--- config.mk ---
export PLATFORM = sky130hd
export DESIGN_NAME = dual_pfd_monitor
export DESIGN_NICKNAME = d
export VERILOG_FILES = /design/src/rtl/pfd_pkg.sv /design/src/rtl/pfd_core.sv /design/src/rtl/lock_watch.sv /design/src/rtl/mon_select.sv /design/src/rtl/dual_pfd_monitor.sv
export SDC_FILE = /design/constraint.sdc
export NUM_CORES = 1
export LEC_CHECK = 0
export BUFFER_PORTS_ARGS = -buffer_cell sky130_fd_sc_hd__clkbuf_2
export CAP_MARGIN = 0
export CORE_MARGIN = 5
export CORE_UTILIZATION = 30
export DETAILED_ROUTE_END_ITERATION = 10
export GPL_TIMING_DRIVEN = 0
export PLACE_DENSITY_LB_ADDON = 0.08
export SETUP_SLACK_MARGIN = 0.05
export SLEW_MARGIN = 20
export SYNTH_ARGS = -nofsm -noshare
export SYNTH_HDL_FRONTEND = slang
export SYNTH_HIERARCHICAL = 1
export SYNTH_SLANG_ARGS = --single-unit
--- constraint.sdc ---
create_clock -name clk -period 2.17 [get_ports clk]
set_input_delay 0.217 -clock clk [delete_from_list [all_inputs] [get_ports clk]]
set_output_delay 0.217 -clock clk [all_outputs]
set_load 0.02 [all_outputs]
--- src/rtl/pfd_pkg.sv ---
package pfd_pkg;

  localparam int NCH = 2;

  typedef enum logic [2:0] {
    MON_OFF,
    MON_LOCK,
    MON_REF,
    MON_FB,
    MON_CLR
  } mon_mode_e;

  typedef struct packed {
    mon_mode_e  mode;
    logic [1:0] chan;   // one bit per channel, bit 1 = channel A
  } mon_dec_t;

  // Output-select and lock-select fields to monitor mode
  function automatic mon_dec_t decode_monitor(input logic [1:0] fo, input logic [1:0] ld);
    mon_dec_t d;
    d.mode = MON_OFF;
    d.chan = 2'b00;
    case (fo)
      2'b00: begin
        d.mode = (ld == 2'b00) ? MON_OFF : MON_LOCK;
        d.chan = ld;
      end
      2'b01, 2'b10: begin
        d.mode = ld[0] ? MON_FB : MON_REF;
        d.chan = fo;
      end
      default: begin
        d.mode = (ld == 2'b00) ? MON_OFF : MON_CLR;
        d.chan = ld;
      end
    endcase
    return d;
  endfunction

  // Next state of the two lead flags: {ref_lead, fb_lead}
  function automatic logic [1:0] pfd_next(input logic ref_q, input logic fb_q,
                                          input logic ref_p, input logic fb_p);
    logic r, f;
    r = ref_q | ref_p;
    f = fb_q | fb_p;
    return (r & f) ? 2'b00 : {r, f};
  endfunction

  // Map lead flags to {up, dn} under the sense bit
  function automatic logic [1:0] apply_sense(input logic ref_lead, input logic fb_lead,
                                             input logic pos);
    return pos ? {ref_lead, fb_lead} : {fb_lead, ref_lead};
  endfunction

  function automatic logic within_window(input int unsigned err, input int unsigned win);
    return err < win;
  endfunction

endpackage

--- src/rtl/pfd_core.sv ---
module pfd_core
  import pfd_pkg::*;
(
  input  logic clk,
  input  logic rst_n,
  input  logic ref_p,
  input  logic fb_p,
  input  logic pos_sense,
  input  logic pd,
  input  logic float_req,
  output logic up,
  output logic dn,
  output logic hiz,
  output logic cmp_evt,
  output logic pend,
  output logic pend_nxt
);

  logic       ref_q, fb_q;
  logic [1:0] nxt;
  logic [1:0] ud;

  always_comb begin
    nxt      = pfd_next(ref_q, fb_q, ref_p, fb_p);
    cmp_evt  = ~pd & (ref_q | ref_p) & (fb_q | fb_p);
    pend     = ref_q | fb_q;
    pend_nxt = ~pd & (|nxt);
    ud       = apply_sense(ref_q, fb_q, pos_sense);
    up       = ud[1] & ~float_req;
    dn       = ud[0] & ~float_req;
    hiz      = float_req;
  end

  always_ff @(posedge clk) begin
    if (!rst_n || pd) begin
      ref_q <= 1'b0;
      fb_q  <= 1'b0;
    end else begin
      ref_q <= nxt[1];
      fb_q  <= nxt[0];
    end
  end

  assert_resolve_clears_R1: assert property (@(posedge clk) disable iff (!rst_n)
    cmp_evt |=> (!ref_q && !fb_q));

  assert_pd_empties_R4: assert property (@(posedge clk) disable iff (!rst_n)
    pd |=> (!ref_q && !fb_q));

endmodule

--- src/rtl/lock_watch.sv ---
module lock_watch
  import pfd_pkg::*;
#(
  parameter int LOCK_WIN  = 4,
  parameter int LOCK_RUNS = 8
) (
  input  logic clk,
  input  logic rst_n,
  input  logic pd,
  input  logic pend,
  input  logic pend_nxt,
  input  logic cmp_evt,
  output logic lock_flag
);

  localparam int ERR_W = $clog2(LOCK_WIN + 1);
  localparam int RUN_W = $clog2(LOCK_RUNS + 1);
  localparam logic [ERR_W-1:0] WIN_V  = ERR_W'(LOCK_WIN);
  localparam logic [RUN_W-1:0] RUNS_V = RUN_W'(LOCK_RUNS);
  localparam logic [RUN_W-1:0] LAST_V = RUN_W'(LOCK_RUNS - 1);

  logic [ERR_W-1:0] err_cnt;
  logic [RUN_W-1:0] runs;
  logic             locked;
  logic             bad_err, good_cmp;

  always_comb begin
    bad_err   = pend & (err_cnt >= WIN_V);
    good_cmp  = cmp_evt & within_window(32'(err_cnt), LOCK_WIN);
    lock_flag = locked & ~pend;
  end

  always_ff @(posedge clk) begin
    if (!rst_n || pd) begin
      err_cnt <= '0;
    end else if (pend_nxt) begin
      err_cnt <= (err_cnt == WIN_V) ? WIN_V : err_cnt + 1'b1;
    end else begin
      err_cnt <= '0;
    end
  end

  always_ff @(posedge clk) begin
    if (!rst_n || pd || bad_err) begin
      runs   <= '0;
      locked <= 1'b0;
    end else if (good_cmp) begin
      runs   <= (runs == RUNS_V) ? RUNS_V : runs + 1'b1;
      locked <= locked | (runs >= LAST_V);
    end
  end

  assert_big_error_unlocks_R6: assert property (@(posedge clk) disable iff (!rst_n)
    bad_err |=> !locked);

  assert_lock_on_compare_R5: assert property (@(posedge clk) disable iff (!rst_n)
    $rose(locked) |-> $past(cmp_evt));

endmodule

--- src/rtl/mon_select.sv ---
module mon_select
  import pfd_pkg::*;
(
  input  logic             clk,
  input  logic             rst_n,
  input  logic [1:0]       fo,
  input  logic [1:0]       ld,
  input  logic [NCH-1:0]   lock_flag,
  input  logic [NCH-1:0]   ref_p,
  input  logic [NCH-1:0]   fb_p,
  output logic             mon,
  output logic [NCH-1:0]   ctr_clr
);

  mon_dec_t       dec;
  logic           mon_nxt;
  logic [NCH-1:0] clr_nxt;

  always_comb begin
    dec     = decode_monitor(fo, ld);
    clr_nxt = '0;
    case (dec.mode)
      MON_LOCK: mon_nxt = &(lock_flag | ~dec.chan);
      MON_REF:  mon_nxt = |(ref_p & dec.chan);
      MON_FB:   mon_nxt = |(fb_p & dec.chan);
      MON_CLR: begin
        mon_nxt = 1'b0;
        clr_nxt = dec.chan;
      end
      default:  mon_nxt = 1'b0;
    endcase
  end

  always_ff @(posedge clk) begin
    if (!rst_n) begin
      mon     <= 1'b0;
      ctr_clr <= '0;
    end else begin
      mon     <= mon_nxt;
      ctr_clr <= clr_nxt;
    end
  end

  assert_off_mode_quiet_R8: assert property (@(posedge clk) disable iff (!rst_n)
    (fo == 2'b00 && ld == 2'b00) |=> !mon);

  assert_clear_mode_pin_low_R10: assert property (@(posedge clk) disable iff (!rst_n)
    (fo == 2'b11) |=> !mon);

  assert_clear_only_when_both_R10: assert property (@(posedge clk) disable iff (!rst_n)
    (fo != 2'b11) |=> (ctr_clr == '0));

endmodule

--- src/rtl/dual_pfd_monitor.sv ---
module dual_pfd_monitor
  import pfd_pkg::*;
#(
  parameter int LOCK_WIN  = 4,
  parameter int LOCK_RUNS = 8
) (
  input  logic       clk,
  input  logic       rst_n,
  input  logic [1:0] ref_pls,
  input  logic [1:0] fb_pls,
  input  logic [1:0] sense_pos,
  input  logic       tristate_all,
  input  logic [1:0] pwr_dn,
  input  logic [1:0] pump_hi_in,
  input  logic [1:0] fo_cfg,
  input  logic [1:0] ld_cfg,
  output logic [1:0] up,
  output logic [1:0] dn,
  output logic [1:0] hiz,
  output logic [1:0] pump_hi_out,
  output logic       mon_pin,
  output logic [1:0] ctr_clr
);

  logic [NCH-1:0] lock_flag;

  assign pump_hi_out = pump_hi_in;

  for (genvar c = 0; c < NCH; c++) begin : g_ch
    logic pend, pend_nxt, cmp_evt;

    pfd_core u_pfd (
      .clk       (clk),
      .rst_n     (rst_n),
      .ref_p     (ref_pls[c]),
      .fb_p      (fb_pls[c]),
      .pos_sense (sense_pos[c]),
      .pd        (pwr_dn[c]),
      .float_req (tristate_all | pwr_dn[c]),
      .up        (up[c]),
      .dn        (dn[c]),
      .hiz       (hiz[c]),
      .cmp_evt   (cmp_evt),
      .pend      (pend),
      .pend_nxt  (pend_nxt)
    );

    lock_watch #(.LOCK_WIN(LOCK_WIN), .LOCK_RUNS(LOCK_RUNS)) u_lock (
      .clk       (clk),
      .rst_n     (rst_n),
      .pd        (pwr_dn[c]),
      .pend      (pend),
      .pend_nxt  (pend_nxt),
      .cmp_evt   (cmp_evt),
      .lock_flag (lock_flag[c])
    );
  end

  mon_select u_mon (
    .clk       (clk),
    .rst_n     (rst_n),
    .fo        (fo_cfg),
    .ld        (ld_cfg),
    .lock_flag (lock_flag),
    .ref_p     (ref_pls),
    .fb_p      (fb_pls),
    .mon       (mon_pin),
    .ctr_clr   (ctr_clr)
  );

  assert_float_silences_R3: assert property (@(posedge clk) disable iff (!rst_n)
    tristate_all |-> (hiz == 2'b11 && up == 2'b00 && dn == 2'b00));

endmodule

# Word level (Yosys, flattened, before mapping)
# Cells that the tools add are included.
[totals] elab_cells=105 register_bits=23 output_inout_bits=11 in_bits=17
[op_classes] order_cmp=6 n_mux=13 n_bitwise=40 n_eq_ne=10 n_reduce_logical=18 add_sub_neg=4
[ops] op="$and 1x1->1" count=18
[ops] op="$reduce_or 2->1" count=7
[ops] op="$or 1x1->1" count=10
[ops] op="$pmux 5 s2" count=1
[ops] op="$eq 3x3->1 const B" count=3
[ops] op="$mux 3" count=3
[ops] op="$add 4x1->4 const B" count=2
[ops] op="$eq 4x4->1 const B" count=2
[ops] op="$ge 4x3->1 const B" count=2
[ops] op="$mux 2" count=4
[ops] op="$mux 4" count=2
[ops] op="$not 1->1" count=8
[ops] op="$add 3x1->3 const B" count=2
[ops] op="$eq 3x2->1 const B" count=2
[ops] op="$ge 3x3->1 const B" count=2
[ops] op="$lt 3x3->1 const B" count=2
[ops] op="$reduce_or 3->1" count=2
[ops] op="$and 2x2->2" count=2
[ops] op="$logic_not 2->1" count=2
[ops] op="$logic_or 1x1->1" count=4
[ops] op="$reduce_and 2->1" count=2
[ops] op="$eq 3x1->1 const B" count=1
[ops] op="$pmux 1 s3" count=1
[ops] op="$eq 2x1->1 const B" count=1
[ops] op="other kinds (5)" count=6

# Depth between registers and ports, before layout
[logic_depth] word_depth=7 mapped_depth=6 mapped_depth_nobuf=6

# By module
# Netlist, hierarchy kept.
[modules_own_cells] mod="lock_watch" area_each_um2=401.6 seq_area_each_um2=160.2 instances=2 cells_each=46
[modules_own_cells] mod="pfd_core" area_each_um2=132.6 seq_area_each_um2=40.0 instances=2 cells_each=17
[modules_own_cells] mod="mon_select" area_each_um2=264.0 seq_area_each_um2=60.1 instances=1 cells_each=33
[modules_own_cells] mod="dual_pfd_monitor" area_each_um2=27.5 seq_area_each_um2=0.0 instances=1 cells_each=4

# Worst setup path after synthesis
# Ideal clock, no wire load.
[synth_timing] path_type="reg-to-reg" start="reg g_ch[0].u_pfd.ref_q" end="reg g_ch[0].u_lock.runs[3]" path_buffers=0 setup_time_ps=70 path_stages_with_launch=6 setup_slack_ps=768 required_time_ps=2100 t_arrival_ps=1332 period_less_slack_ps=1402 path_cell_list="dfxtp_1 nor2_2 nor3_1 nand2b_4 or3_1 a21oi_1"
[synth_via] elab_chain_cells=4 elab_cells_between_ends=7 classes_between="bitwise (6); reduce/logical (1)"
[synth_lines] element="start, declared" line_no="pfd_core.sv:19" rtl="logic ref_q, fb_q;"
[synth_lines] element="start signal, assigned" line_no="pfd_core.sv:39" rtl="ref_q <= nxt[1];"
[synth_lines] element="$or 1x1->1" line_no="pfd_core.sv:25" rtl="cmp_evt = ~pd & (ref_q | ref_p) & (fb_q | fb_p);"
[synth_lines] element="$and 1x1->1 (2 in a row)" line_no="pfd_core.sv:25"
[synth_lines] element="via g_ch[0].cmp_evt" line_no="dual_pfd_monitor.sv:30" rtl="logic pend, pend_nxt, cmp_evt;"
[synth_lines] element="$and 1x1->1" line_no="lock_watch.sv:29" rtl="good_cmp = cmp_evt & within_window(32'(err_cnt), LOCK_WIN);"
[synth_lines] element="end signal, assigned" line_no="lock_watch.sv:48" rtl="runs <= (runs == RUNS_V) ? RUNS_V : runs + 1'b1;"
[synth_lines] element="end, declared" line_no="lock_watch.sv:23" rtl="logic [RUN_W-1:0] runs;"
# The timed path passes the listed nets, and every way through them passes these cells.
# A chain may end at the register's enable or synchronous reset.

# Final worst setup path
# Ends and elaborated chain as after synthesis.

==> qor.txt <==
Max-slew violation count -> 0
Count leader, synth -> dfxtp_1
Cell Count, Final, Fillers Out -> 244
Yosys top cell by area -> dfxtp_1
Post-DP HPWL -> 2370 um
Hold_buf cts -> 0
Share of cells above drive strength 1 -> 24.5%
GRT Overall Usage -> 10.3%
Register area share after synthesis -> 33.9%
DR vias/cell -> 4.98
Met2 WL -> 1380 um
Synth top area cells -> dfxtp_1 (34%), ha_1 (9.2%), mux2i_1 (5.9%)
Top cells by count, synth -> dfxtp_1 (23), nor2_1 (21), inv_1 (16)
RD Place Congestion -> 0.851
Finished Core Util -> 36.4%
Synth Area per Inst -> 8.34 um2
Area Overhead vs Synth -> 17.4%
Hold Crit Class -> input pin to flop
Per-cell routed wire length -> 11.8 um
Final ANT Viol Nets -> 0
Kind of critical path -> flop to flop
Vias in the first global route -> 1181
Clock Sinks -> 23
CTS tree -> built
Via count -> 1215
Highest clock rate -> 634 MHz
Worst-path fanout max -> 6
Post-synth EDFFs -> 0
TritonRoute pass-1 iters -> 4
Post-synth net total -> 190
Actual slew at the worst max-slew pin -> 0.474 ns
Die Footprint -> 5980 um2
PD cells -> 510 nW/um2
Worst Path Arrival -> 1.78 ns
Dpl cells -> 240
Met3 WL -> 145 um
Max cap viols -> 0
Outcome -> completed
CTS buffer count -> 3
Resized cells post-CTS -> 0
VDD IR-drop max -> 0.000244 V
Critical Path Source Type -> flop
Clock Latency Late Sink -> 0.26 ns
Share of the synthesized area in the top cell type -> 33.9%
Fin crit share -> 72.7%
Synth Instances -> 163
Async set-reset flop share out of synthesis -> 0%
Setup TNS -> 0 ns
RSZ-0062 raised after global routing -> false
Worst Skew -> 0.00216 ns
Core area -> 4380 um2
# rows -> 24
Worst Path Required -> 2.37 ns
Initial antenna violation count -> 0
Final nets -> 220
Top sig layer -> met4
Mapped Area -> 1360 um2
IO Port Bufs -> 25
Longest Clk Path Bufs -> 2
Fin. Hold Viols -> 0
Worst slew margin -> 68.2%
Pin count of the biggest net entering global routing -> 14
Post-CTS Setup Inserts -> 0
Final Setup Violations -> 0
Die H -> 77.3 um
Initial Utilization -> 31.0%
Yosys cell types -> 32
DRC -> 0
Fin crit period -> 1.58 ns
Top Ports -> 28
Die extent in x -> 77.3 um
Gr ovfl total -> 0
WL met1 -> 1330 um
CP endpoint kind -> flop
YS warnings -> 6
Detailed Route Iter0 Violations -> 29
Htree depth -> 1
#FFs+latches synth -> 23
Clk root buf -> clkbuf_8
Antenna cells -> 0
P_leak -> 0.646 nW
First-pass GRT wire length -> 5180 um
CTS clk-pin slew, worst paths -> 0.08 ns
Routed Wire Length -> 2880 um
Top_reg_cell synth -> dfxtp_1
area by class of cell:
cell class              count  area, um2
clock inverters             1       5.00
flip-flops and latches     23        460
plain buffers               4       30.0
repair buffers             25        125
fillers                   472       2790
clock buffers               3       41.3
inverters                  16       60.1
well taps                  52       65.1
multi-input cells         120        810
cells in the final DEF, fill, tap and decap left out, types with 4 or more instances in the layout:
master    synthesis  routed
a211oi_1          4       4
a21oi_1           9       9
buf_4             4       4
clkbuf_2          0      25
dfxtp_1          23      23
ha_1             10      10
inv_1            16      16
mux2i_1           8       8
nand2_1          13      13
nand2b_1          4       4
nand3b_1          4       4
nor2_1           21      21
nor2b_1           5       5
nor3_1            4       4
o21ai_0           4       4
or2_1             4       4
per-layer routing:
metal	global-route usage (%)	up-vias
li1	-	614
met5	0	-
met3	3.01	5
met1	13.5	565
met2	16.6	31
met4	2.58	0
per-stage QoR:
| step | power (W) | hold WS, ns | cell area [um2] | worst slack, ns |
|---|---|---|---|---|
| after detailed placement | 0.000567 | 0.454 | 1550 | 0.599 |
| final | 0.000815 | 0.263 | 1600 | 0.593 |
| after CTS | 0.000837 | 0.258 | 1600 | 0.580 |
| after global routing | 0.000876 | 0.286 | 1600 | 0.460 |
| after floorplan | 0.000522 | 0.368 | 1360 | 0.768 |
| after global placement | 0.000564 | 0.432 | 1550 | 0.640 |
registers in the layout, summed over array words and instances, names as in the netlist:
signal               cells
g_ch.u_lock/err_cnt      6
g_ch.u_lock/locked       2
u_mon/ctr_clr            2
g_ch.u_pfd/ref_q         2
u_mon/mon                1
g_ch.u_lock/runs         8
g_ch.u_pfd/fb_q          2
worst max-delay path: stages (launching register included):
cell and delay, ns:
dfxtp_1 0.41, nor2_2 0.07, nor3_1 0.41, nand2b_4 0.13, or3_1 0.36, a21oi_1 0.13
power breakdown:
group	internal, W	switching, W	total (W)
Combinational	0.0000523	0.0000704	0.000123
Sequential	0.000428	0.00000568	0.000434
Clock	0.000128	0.000131	0.000259
Total	0.000608	0.000207	0.000815
cells by family after synthesis:
kind of cell,after synthesis,share of synthesized area [%]
compound gates,36,19.0
fa+ha+maj,10,9.20
buf+inv,20,6.62
flops,23,33.9
mux,8,5.89
simple gates,66,25.5
final timing paths:
| check | from | end | slack, ns | depth (start not counted) |
|---|---|---|---|---|
| setup / recovery | g_ch[0].u_pfd/ref_q | g_ch[0].u_lock/runs[3] | 0.59 | 5 |
| hold reg to reg | g_ch[1].u_lock/err_cnt[0] | g_ch[1].u_lock/err_cnt[0] | 0.46 | 1 |
| setup reg to reg | g_ch[0].u_pfd/ref_q | g_ch[0].u_lock/runs[3] | 0.59 | 5 |
| hold / removal | rst_n | g_ch[0].u_pfd/fb_q | 0.26 | 3 |
Power figures use the tool's default switching activity.
